==> config.mk <==
export PLATFORM = sky130hd
export DESIGN_NAME = pt_walker
export DESIGN_NICKNAME = d
export VERILOG_FILES = /design/src/rtl/ptw_pkg.sv /design/src/rtl/ptw_ctrl.sv /design/src/rtl/ptw_dpath.sv /design/src/rtl/pt_walker.sv
export SDC_FILE = /design/constraint.sdc
export NUM_CORES = 1
export LEC_CHECK = 0
export CORE_MARGIN = 3
export CORE_UTILIZATION = 43
export CTS_CLUSTER_SIZE = 8
export DETAILED_ROUTE_END_ITERATION = 6
export PLACE_DENSITY = 0.8
export SYNTH_ARGS = -nofsm -noshare
export SYNTH_HDL_FRONTEND = slang
export SYNTH_SLANG_ARGS = --single-unit
export TNS_END_PERCENT = 20
==> constraint.sdc <==
create_clock -name clk -period 2.6 [get_ports clk]
set_clock_uncertainty 0.1 [all_clocks]
set_input_delay 0.39 -clock clk [delete_from_list [all_inputs] [get_ports clk]]
set_output_delay 0.39 -clock clk [all_outputs]
set_load 0.05 [all_outputs]
==> src/rtl/ptw_pkg.sv <==
package ptw_pkg;
  localparam int OFF_W  = 12;
  localparam int IDX_W  = 10;
  localparam int AW     = 2 * IDX_W + OFF_W;
  localparam int PG_W   = AW - OFF_W;
  localparam int FLAG_W = 8;

  typedef enum logic [2:0] {
    ST_IDLE, ST_FETCH1, ST_FETCH2, ST_DONE, ST_ERROR
  } wstate_t;

  localparam logic [1:0] RES_OK     = 2'd0;
  localparam logic [1:0] RES_FAULT  = 2'd1;
  localparam logic [1:0] RES_BUSERR = 2'd2;

  // word address of an entry inside a table page
  function automatic logic [AW-1:0] entry_addr(input logic [PG_W-1:0] page,
                                               input logic [IDX_W-1:0] idx);
    return {page, idx, 2'b00};
  endfunction

  function automatic logic [AW-1:0] phys_addr(input logic [PG_W-1:0] page,
                                              input logic [OFF_W-1:0] off);
    return {page, off};
  endfunction

  function automatic logic access_allowed(input logic can_rd, input logic can_wr,
                                          input logic is_wr);
    return is_wr ? can_wr : can_rd;
  endfunction
endpackage

==> src/rtl/ptw_ctrl.sv <==
module ptw_ctrl
  import ptw_pkg::*;
(
  input  logic clk,
  input  logic rst_n,
  input  logic req_valid,
  input  logic mem_rsp_valid,
  input  logic mem_rsp_err,
  input  logic ent_valid,
  input  logic ent_perm,
  output logic req_ready,
  output logic accept,
  output logic lvl2,
  output logic mem_req_valid,
  output logic adv2,
  output logic fin_ok,
  output logic fin_fault,
  output logic fin_err,
  output logic rsp_valid
);
  wstate_t st, nxt;
  logic    pend;
  logic    take;

  assign req_ready     = (st == ST_IDLE);
  assign accept        = req_ready && req_valid;
  assign lvl2          = (st == ST_FETCH2);
  assign mem_req_valid = ((st == ST_FETCH1) || (st == ST_FETCH2)) && !pend;
  assign take          = pend && mem_rsp_valid;
  assign rsp_valid     = (st == ST_DONE) || (st == ST_ERROR);
  assign adv2          = (st == ST_FETCH1) && take && !mem_rsp_err && ent_valid;

  always_comb begin
    nxt       = st;
    fin_ok    = 1'b0;
    fin_fault = 1'b0;
    fin_err   = 1'b0;
    case (st)
      ST_IDLE: if (accept) nxt = ST_FETCH1;
      ST_FETCH1: if (take) begin
        if (mem_rsp_err)     begin nxt = ST_ERROR; fin_err   = 1'b1; end
        else if (!ent_valid) begin nxt = ST_DONE;  fin_fault = 1'b1; end
        else                       nxt = ST_FETCH2;
      end
      ST_FETCH2: if (take) begin
        if (mem_rsp_err)                    begin nxt = ST_ERROR; fin_err   = 1'b1; end
        else if (!(ent_valid && ent_perm))  begin nxt = ST_DONE;  fin_fault = 1'b1; end
        else                                begin nxt = ST_DONE;  fin_ok    = 1'b1; end
      end
      ST_DONE, ST_ERROR: nxt = ST_IDLE;
      default: nxt = ST_IDLE;
    endcase
  end

  always_ff @(posedge clk) begin
    if (!rst_n) begin
      st   <= ST_IDLE;
      pend <= 1'b0;
    end else begin
      st <= nxt;
      if (mem_req_valid) pend <= 1'b1;
      else if (take)     pend <= 1'b0;
    end
  end

  // once a request is taken the walker stays busy
  a_r8_busy_after_accept: assert property (@(posedge clk) disable iff (!rst_n)
    accept |=> !req_ready);
  // result strobe is a single cycle
  a_r9_rsp_one_cycle: assert property (@(posedge clk) disable iff (!rst_n)
    rsp_valid |=> !rsp_valid);
  // each fetch is a single-cycle request
  a_r9_fetch_one_cycle: assert property (@(posedge clk) disable iff (!rst_n)
    mem_req_valid |=> !mem_req_valid);
  // invalid first entry finishes the walk without a second fetch
  a_r5_l1_invalid_ends: assert property (@(posedge clk) disable iff (!rst_n)
    (st == ST_FETCH1 && take && !mem_rsp_err && !ent_valid) |=> (rsp_valid && !mem_req_valid));
endmodule

==> src/rtl/ptw_dpath.sv <==
module ptw_dpath
  import ptw_pkg::*;
(
  input  logic              clk,
  input  logic              rst_n,
  input  logic              accept,
  input  logic [AW-1:0]     req_vaddr,
  input  logic              req_write,
  input  logic [AW-1:0]     dir_base,
  input  logic              lvl2,
  input  logic              adv2,
  input  logic              fin_ok,
  input  logic              fin_fault,
  input  logic              fin_err,
  input  logic [AW-1:0]     mem_rsp_data,
  output logic [AW-1:0]     mem_req_addr,
  output logic              ent_valid,
  output logic              ent_perm,
  output logic [1:0]        rsp_kind,
  output logic [AW-1:0]     rsp_addr,
  output logic [FLAG_W-1:0] rsp_flags,
  output logic              rsp_write
);
  logic [AW-1:0]   va_q;
  logic            wr_q;
  logic [PG_W-1:0] tbl_q;
  logic            unused_bits;

  assign unused_bits = ^{dir_base[OFF_W-1:0], mem_rsp_data[OFF_W-1:FLAG_W+1]};

  assign mem_req_addr = lvl2 ? entry_addr(tbl_q, va_q[OFF_W +: IDX_W])
                             : entry_addr(dir_base[AW-1:OFF_W], va_q[AW-1 -: IDX_W]);
  assign ent_valid = mem_rsp_data[0];
  assign ent_perm  = access_allowed(mem_rsp_data[1], mem_rsp_data[2], wr_q);
  assign rsp_write = wr_q;

  always_ff @(posedge clk) begin
    if (!rst_n) begin
      va_q      <= '0;
      wr_q      <= 1'b0;
      tbl_q     <= '0;
      rsp_kind  <= RES_OK;
      rsp_addr  <= '0;
      rsp_flags <= '0;
    end else begin
      if (accept) begin
        va_q <= req_vaddr;
        wr_q <= req_write;
      end
      if (adv2) tbl_q <= mem_rsp_data[AW-1:OFF_W];
      if (fin_ok) begin
        rsp_kind  <= RES_OK;
        rsp_addr  <= phys_addr(mem_rsp_data[AW-1:OFF_W], va_q[OFF_W-1:0]);
        rsp_flags <= mem_rsp_data[FLAG_W:1];
      end else if (fin_fault || fin_err) begin
        rsp_kind  <= fin_err ? RES_BUSERR : RES_FAULT;
        rsp_addr  <= va_q;
        rsp_flags <= '0;
      end
    end
  end

  // finishing events are mutually exclusive
  a_r9_single_outcome: assert property (@(posedge clk) disable iff (!rst_n)
    $countones({fin_ok, fin_fault, fin_err}) <= 1);
endmodule

==> src/rtl/pt_walker.sv <==
module pt_walker
  import ptw_pkg::*;
(
  input  logic              clk,
  input  logic              rst_n,
  input  logic [AW-1:0]     dir_base,
  input  logic              req_valid,
  output logic              req_ready,
  input  logic [AW-1:0]     req_vaddr,
  input  logic              req_write,
  output logic              mem_req_valid,
  output logic [AW-1:0]     mem_req_addr,
  input  logic              mem_rsp_valid,
  input  logic [AW-1:0]     mem_rsp_data,
  input  logic              mem_rsp_err,
  output logic              rsp_valid,
  output logic [1:0]        rsp_kind,
  output logic [AW-1:0]     rsp_addr,
  output logic [FLAG_W-1:0] rsp_flags,
  output logic              rsp_write
);
  logic accept, lvl2, adv2, fin_ok, fin_fault, fin_err, ent_valid, ent_perm;
  logic err_seen;

  ptw_ctrl u_ctrl (
    .clk(clk), .rst_n(rst_n), .req_valid(req_valid),
    .mem_rsp_valid(mem_rsp_valid), .mem_rsp_err(mem_rsp_err),
    .ent_valid(ent_valid), .ent_perm(ent_perm),
    .req_ready(req_ready), .accept(accept), .lvl2(lvl2),
    .mem_req_valid(mem_req_valid), .adv2(adv2),
    .fin_ok(fin_ok), .fin_fault(fin_fault), .fin_err(fin_err),
    .rsp_valid(rsp_valid)
  );

  ptw_dpath u_dpath (
    .clk(clk), .rst_n(rst_n), .accept(accept), .req_vaddr(req_vaddr),
    .req_write(req_write), .dir_base(dir_base), .lvl2(lvl2), .adv2(adv2),
    .fin_ok(fin_ok), .fin_fault(fin_fault), .fin_err(fin_err),
    .mem_rsp_data(mem_rsp_data), .mem_req_addr(mem_req_addr),
    .ent_valid(ent_valid), .ent_perm(ent_perm), .rsp_kind(rsp_kind),
    .rsp_addr(rsp_addr), .rsp_flags(rsp_flags), .rsp_write(rsp_write)
  );

  assign err_seen = fin_err;

  // bus error on a fetch is reported as its own outcome next cycle
  a_r7_buserr_reported: assert property (@(posedge clk) disable iff (!rst_n)
    err_seen |=> (rsp_valid && rsp_kind == RES_BUSERR));
  // a successful result always carries the permission it needed
  a_r6_perm_on_ok: assert property (@(posedge clk) disable iff (!rst_n)
    (rsp_valid && rsp_kind == RES_OK) |-> (rsp_write ? rsp_flags[1] : rsp_flags[0]));
  // never ready while a result is being presented
  a_r8_not_ready_on_rsp: assert property (@(posedge clk) disable iff (!rst_n)
    rsp_valid |-> !req_ready);
endmodule

# Word-level counts from Yosys, hierarchy flattened
# Index checks and enable logic that the tools add are counted.
[word_totals]
register_bits = 99
input_bits = 102
out_inout_bits = 78
wordCells = 64
[op_classes]
eq_ne = 7
n_mux = 30
bitwise_logic = 1
n_reduce_logical = 18
[ops]
columns = ["op", "n"]
rows = [
  ["two-way mux 32 bit", 3],
  ["two-way mux 1 bit", 17],
  ["two-way mux 8 bit", 2],
  ["two-way mux 3 bit", 5],
  ["one-hot mux 3 bit (3 select lines)", 1],
  ["logical AND 1 bit", 7],
  ["== test 3 x 2 -> 1 bit (second input constant)", 2],
  ["inequality test 2 bit (second input constant)", 2],
  ["nonzero test 2 bit", 2],
  ["OR reduction 2 bit", 2],
  ["== test 3 x 1 -> 1 bit (second input constant)", 1],
  ["== test 3 bit (second input constant)", 1],
  ["logical NOT 3 bit", 1],
  ["logical OR 1 bit", 3],
  ["AND reduction 3 bit", 1],
  ["logical NOT 1 bit", 2],
  ["two-way mux 2 bit", 1],
  ["inequality test 2 x 1 -> 1 bit (second input constant)", 1],
  ["one-hot mux 1 bit (2 select lines)", 1],
  ["inverter 1 bit", 1],
]

# Depth between registers and ports, before layout
[logic_depth]
word_depth = 9
mapped_depth = 7
mapped_depth_nobuf = 4

# Modules after synthesis
# From an unflattened synthesis, not the netlist that was laid out.
[hier_totals]
cells_unflattened = 436
hier_area_um2 = 4454.3
[modules_own_cells]
columns = ["mod", "instances", "cells_per_inst", "area_each_um2", "seq_area_each_um2"]
rows = [
  ["ptw_dpath", 1, 399, 4141.5, 1901.8],
  ["ptw_ctrl", 1, 37, 312.8, 80.1],
]

# Least setup slack after synthesis
# Ideal clock, no wire load.
[synth_path]
kind = "flip-flop to flip-flop"
start = "reg u_ctrl.st[2]"
end = "reg u_dpath.va_q[10]"
setup_ns = 0.076
t_arrival_ns = 2.496
t_required_ns = 2.424
setup_slack_ns = -0.071
path_stages_with_launch = 8
n_path_buf = 3
period_less_slack_ns = 2.671
cell_sequence = "dfxtp_1 -> clkbuf_1 -> nor3_1 -> and2_1 -> clkbuf_1 -> buf_2 -> nand2_1 -> a21boi_0"
[synth_between]
elab_chain_len = 2
[synth_rtl]
columns = ["item", "line", "source"]
rows = [
  ["start: declaration", "ptw_ctrl.sv:21", "wstate_t st, nxt;"],
  ["start signal: assignment", "ptw_ctrl.sv:60", "st <= nxt;"],
  ["logical NOT 3 bit", "ptw_ctrl.sv:25", "assign req_ready = (st == ST_IDLE);"],
  ["net req_ready", "pt_walker.sv:8", "output logic req_ready,"],
  ["logical AND 1 bit", "ptw_ctrl.sv:26", "assign accept = req_ready && req_valid;"],
  ["end signal: assignment", "ptw_dpath.sv:47", "va_q <= req_vaddr;"],
  ["end: declaration", "ptw_dpath.sv:24", "logic [AW-1:0] va_q;"],
]
# The timed path passes the listed nets, and every way through them passes these cells.
# A chain may end at the register's enable or synchronous reset.

# Worst setup path after layout
[layout_path]
start = "reg u_ctrl.st[2]"
end = "out mem_req_addr[28]"
[layout_between]
elab_chain_len = 2
[layout_rtl]
columns = ["item", "line", "source"]
rows = [
  ["== test 3 x 2 -> 1 bit", "ptw_ctrl.sv:27", "assign lvl2 = (st == ST_FETCH2);"],
  ["two-way mux 32 bit", "ptw_dpath.sv:31", "assign mem_req_addr = lvl2 ? entry_addr(tbl_q, va_q[OFF_W +: IDX_W])"],
  ["end: declaration", "pt_walker.sv:12", "output logic [AW-1:0] mem_req_addr,"],
]
# Every way passes these cells.

==> impl_metrics.json <==
{
  "track_usage": 0.220,
  "drt-initial-drc-count": 228,
  "area_growth_pct": 42.9,
  "cts-buffers-inserted": 9,
  "synth_top_family_by_area": "compound AO/OA/AOI/OAI gates",
  "route.vias.total": 4255,
  "numPortBuffers": 162,
  "ys_warn_count": 0,
  "nFillCells": 841,
  "synth-edff-count": 0,
  "hold_violations": 0,
  "overflow": 0,
  "fin_area_sq_um": 6310,
  "final_cell_mix": "clkdlybuf4s50_1 (129), nand2_1 (119), dfxtp_1 (98)",
  "ios": 180,
  "synth_flop_cell": "dfxtp_1",
  "arrival_ps": 2000,
  "rsz0062_at_grt": "no",
  "timing.hold.ws_ps": 366,
  "p_sw_frac": 0.266,
  "synthMuxAreaShare": 0.0787,
  "synth.distinct_cells": 36,
  "p_leak_nw": 2.22,
  "start_kind": "register",
  "path_cells": "nor3b_4 > buf_12 > mux2_2 > buf_4",
  "power_mw": 3.18,
  "timing.fmax_mhz": 401,
  "clock-sinks": 99,
  "setup_ws_ps": 108,
  "drc": 0,
  "synth.yosys.seq_area_share": 0.449,
  "yosys.area.top_type": "dfxtp_1",
  "clockPowerShare": 0.332,
  "nNetsFinal": 771,
  "drtAntennaViolNets": 0,
  "tns_ps": 0,
  "period_share": 0.959,
  "layout_commonest_cell": "clkdlybuf4s50_1",
  "tightest_slew_ps": 763,
  "dieHeight_microns": 107,
  "outcome": "completed",
  "hold_class": "register to register",
  "endpoint_kind": "output pin",
  "wire_per_inst_microns": 16.2,
  "cts_tree": "yes",
  "cp_max_fo": 33,
  "max-vdd-ir-drop_mv": 0.274,
  "synth-seq-cells": 99,
  "path_class": "register to output pin",
  "cap_viol_max_count": 0,
  "grt_max_degree": 44,
  "synth_compound_area_frac": 0.268,
  "grt_pass1_vias": 4112,
  "placement.cell_area_sq_um": 6100,
  "p_switching_mw": 0.847,
  "cts_root_buffer": "clkbuf_8",
  "cts-hold-fix-buffers": 0,
  "path_clk_slew_ps": 100,
  "ctsHtreeMaxLevel": 3,
  "drt-pass1-iter-count": 4,
  "viasPerCell": 5.28,
  "path_delay_family": "flip-flops",
  "gp_congestion": 0.834,
  "pre_cts_ws_ps": 12.8,
  "syn_area_sq_um": 4420,
  "synthArstFlopShare": 0,
  "grt_pass1_wl_mm": 20.5,
  "slew_violations": 0,
  "yosysTopAreaCellShare": 0.449,
  "antenna_found_initial": 0,
  "netlist_instances": 524,
  "max_stage_delay_ps": 470,
  "avgSynthCellArea_sq_um": 8.43,
  "min_period_ps": 2490,
  "relSlewSlack": 0.491,
  "setup_viol": 0,
  "seqPwrFrac": 0.498,
  "crit_buf_inv": 2,
  "dp_hpwl_mm": 9.77,
  "dieArea_sq_um": 11500,
  "clk_latency_ps": 350,
  "wirelength_mm": 13.1,
  "die_w_microns": 107,
  "power_density_nw_per_um2": 504,
  "start_util": 0.448,
  "synth-xor-area-share": 0.00198,
  "synth.top_cells.by_area": "dfxtp_1 (45%), a21boi_0 (12%), nand2_1 (10%)",
  "comb_power_share": 0.170,
  "clockBufferDepth": 2,
  "antennaDiodeCount": 0,
  "synth_simple_gate_area_frac": 0.152,
  "post_cts_buffers": 0,
  "rows": 36,
  "coreArea_sq_um": 9860,
  "worstPathRequired_ps": 2110,
  "internal-power_mw": 2.34,
  "critPathSlowestCell": "dfxtp_1",
  "synth_fa_ha_area_frac": 0,
  "drive_gt1_frac": 0.153
}
## power groups by stage
stage	Sequential [mW]	Clock, mW	Combinational, mW
5_1_grt	1.59	1.13	0.577
3_3_place_gp	1.62	0	0.535
6_report	1.59	1.05	0.542
2_1_floorplan	1.62	0	0.289
4_1_cts	1.58	1.07	0.543
3_5_place_dp	1.62	0	0.539
## state kept, by name, indices dropped and copies added, names as in the netlist
signal / cells
u_dpath.rsp_addr: 32
u_ctrl.pend: 1
u_dpath.rsp_kind: 2
u_dpath.tbl_q: 20
u_dpath.rsp_flags: 8
u_ctrl.st: 3
u_dpath.rsp_write: 1
u_dpath.va_q: 32
## worst register-to-register path, stage by stage, from the launching register on
cell and delay [ps]:
dfxtp_1 640, nor3b_4 120, buf_12 210, a21oi_2 630
o21ai_0 190, a21oi_1 180
## through the flow
step                std cells   util
finish                    806  0.640
global route              806  0.640
CTS                       806  0.640
detailed placement        791  0.618
global placement          791  0.618
floorplan                 525      -
## area by class of cell
cell class	instances	area, sq um	area share
multi-input combinational	377	2240	0.355
sequential	99	1980	0.314
timing repair buffer	181	1710	0.270
tap	133	166	0.0264
clock buffer	9	124	0.0196
clock inverter	6	88.8	0.0141
inverter	1	3.75	0.000595
## cells in the mapped netlist (all sizes together) (5+ instances only)
cell type / count
mux2: 30
nand2: 119
a31oi: 21
a21boi: 74
buf: 11
clkbuf: 37
a21oi: 22
nand3: 14
o21ai: 62
nor2: 5
dfxtp: 99
## path summary, 6_finish.rpt
kind | from | end | slack (ps) | cells past startpoint
worst min-delay path | u_dpath.va_q[1] | u_dpath.va_q[1] | 370 | 2
worst min register to register | u_dpath.va_q[1] | u_dpath.va_q[1] | 370 | 2
worst max register to register | u_ctrl.st[2] | u_dpath.rsp_addr[24] | 460 | 5
worst max-delay path | u_ctrl.st[2] | mem_req_addr[28] | 110 | 4
## per-layer routing
layer  wire (microns)  share of wire  track usage  up-vias
li1                 -              -            -     2107
met1             5570           0.43        0.278     1970
met2             6320           0.48        0.379      160
met3             1000          0.076       0.0456       18
met4              197          0.015       0.0640        0
met5                0              0            0        -
## what timing repair did
item,in CTS,in global routing
resized for setup,2,1
cloned,0,0
endpoints found under the setup margin,5,20
## kinds of logic after synthesis
logic type | after synthesis
compound gates | 188
xor+xnor | 1
buf+inv | 49
flops | 99
mux | 31
other cells | 1
simple gates | 155
No activity file was read; power rests on OpenSTA's default activity.
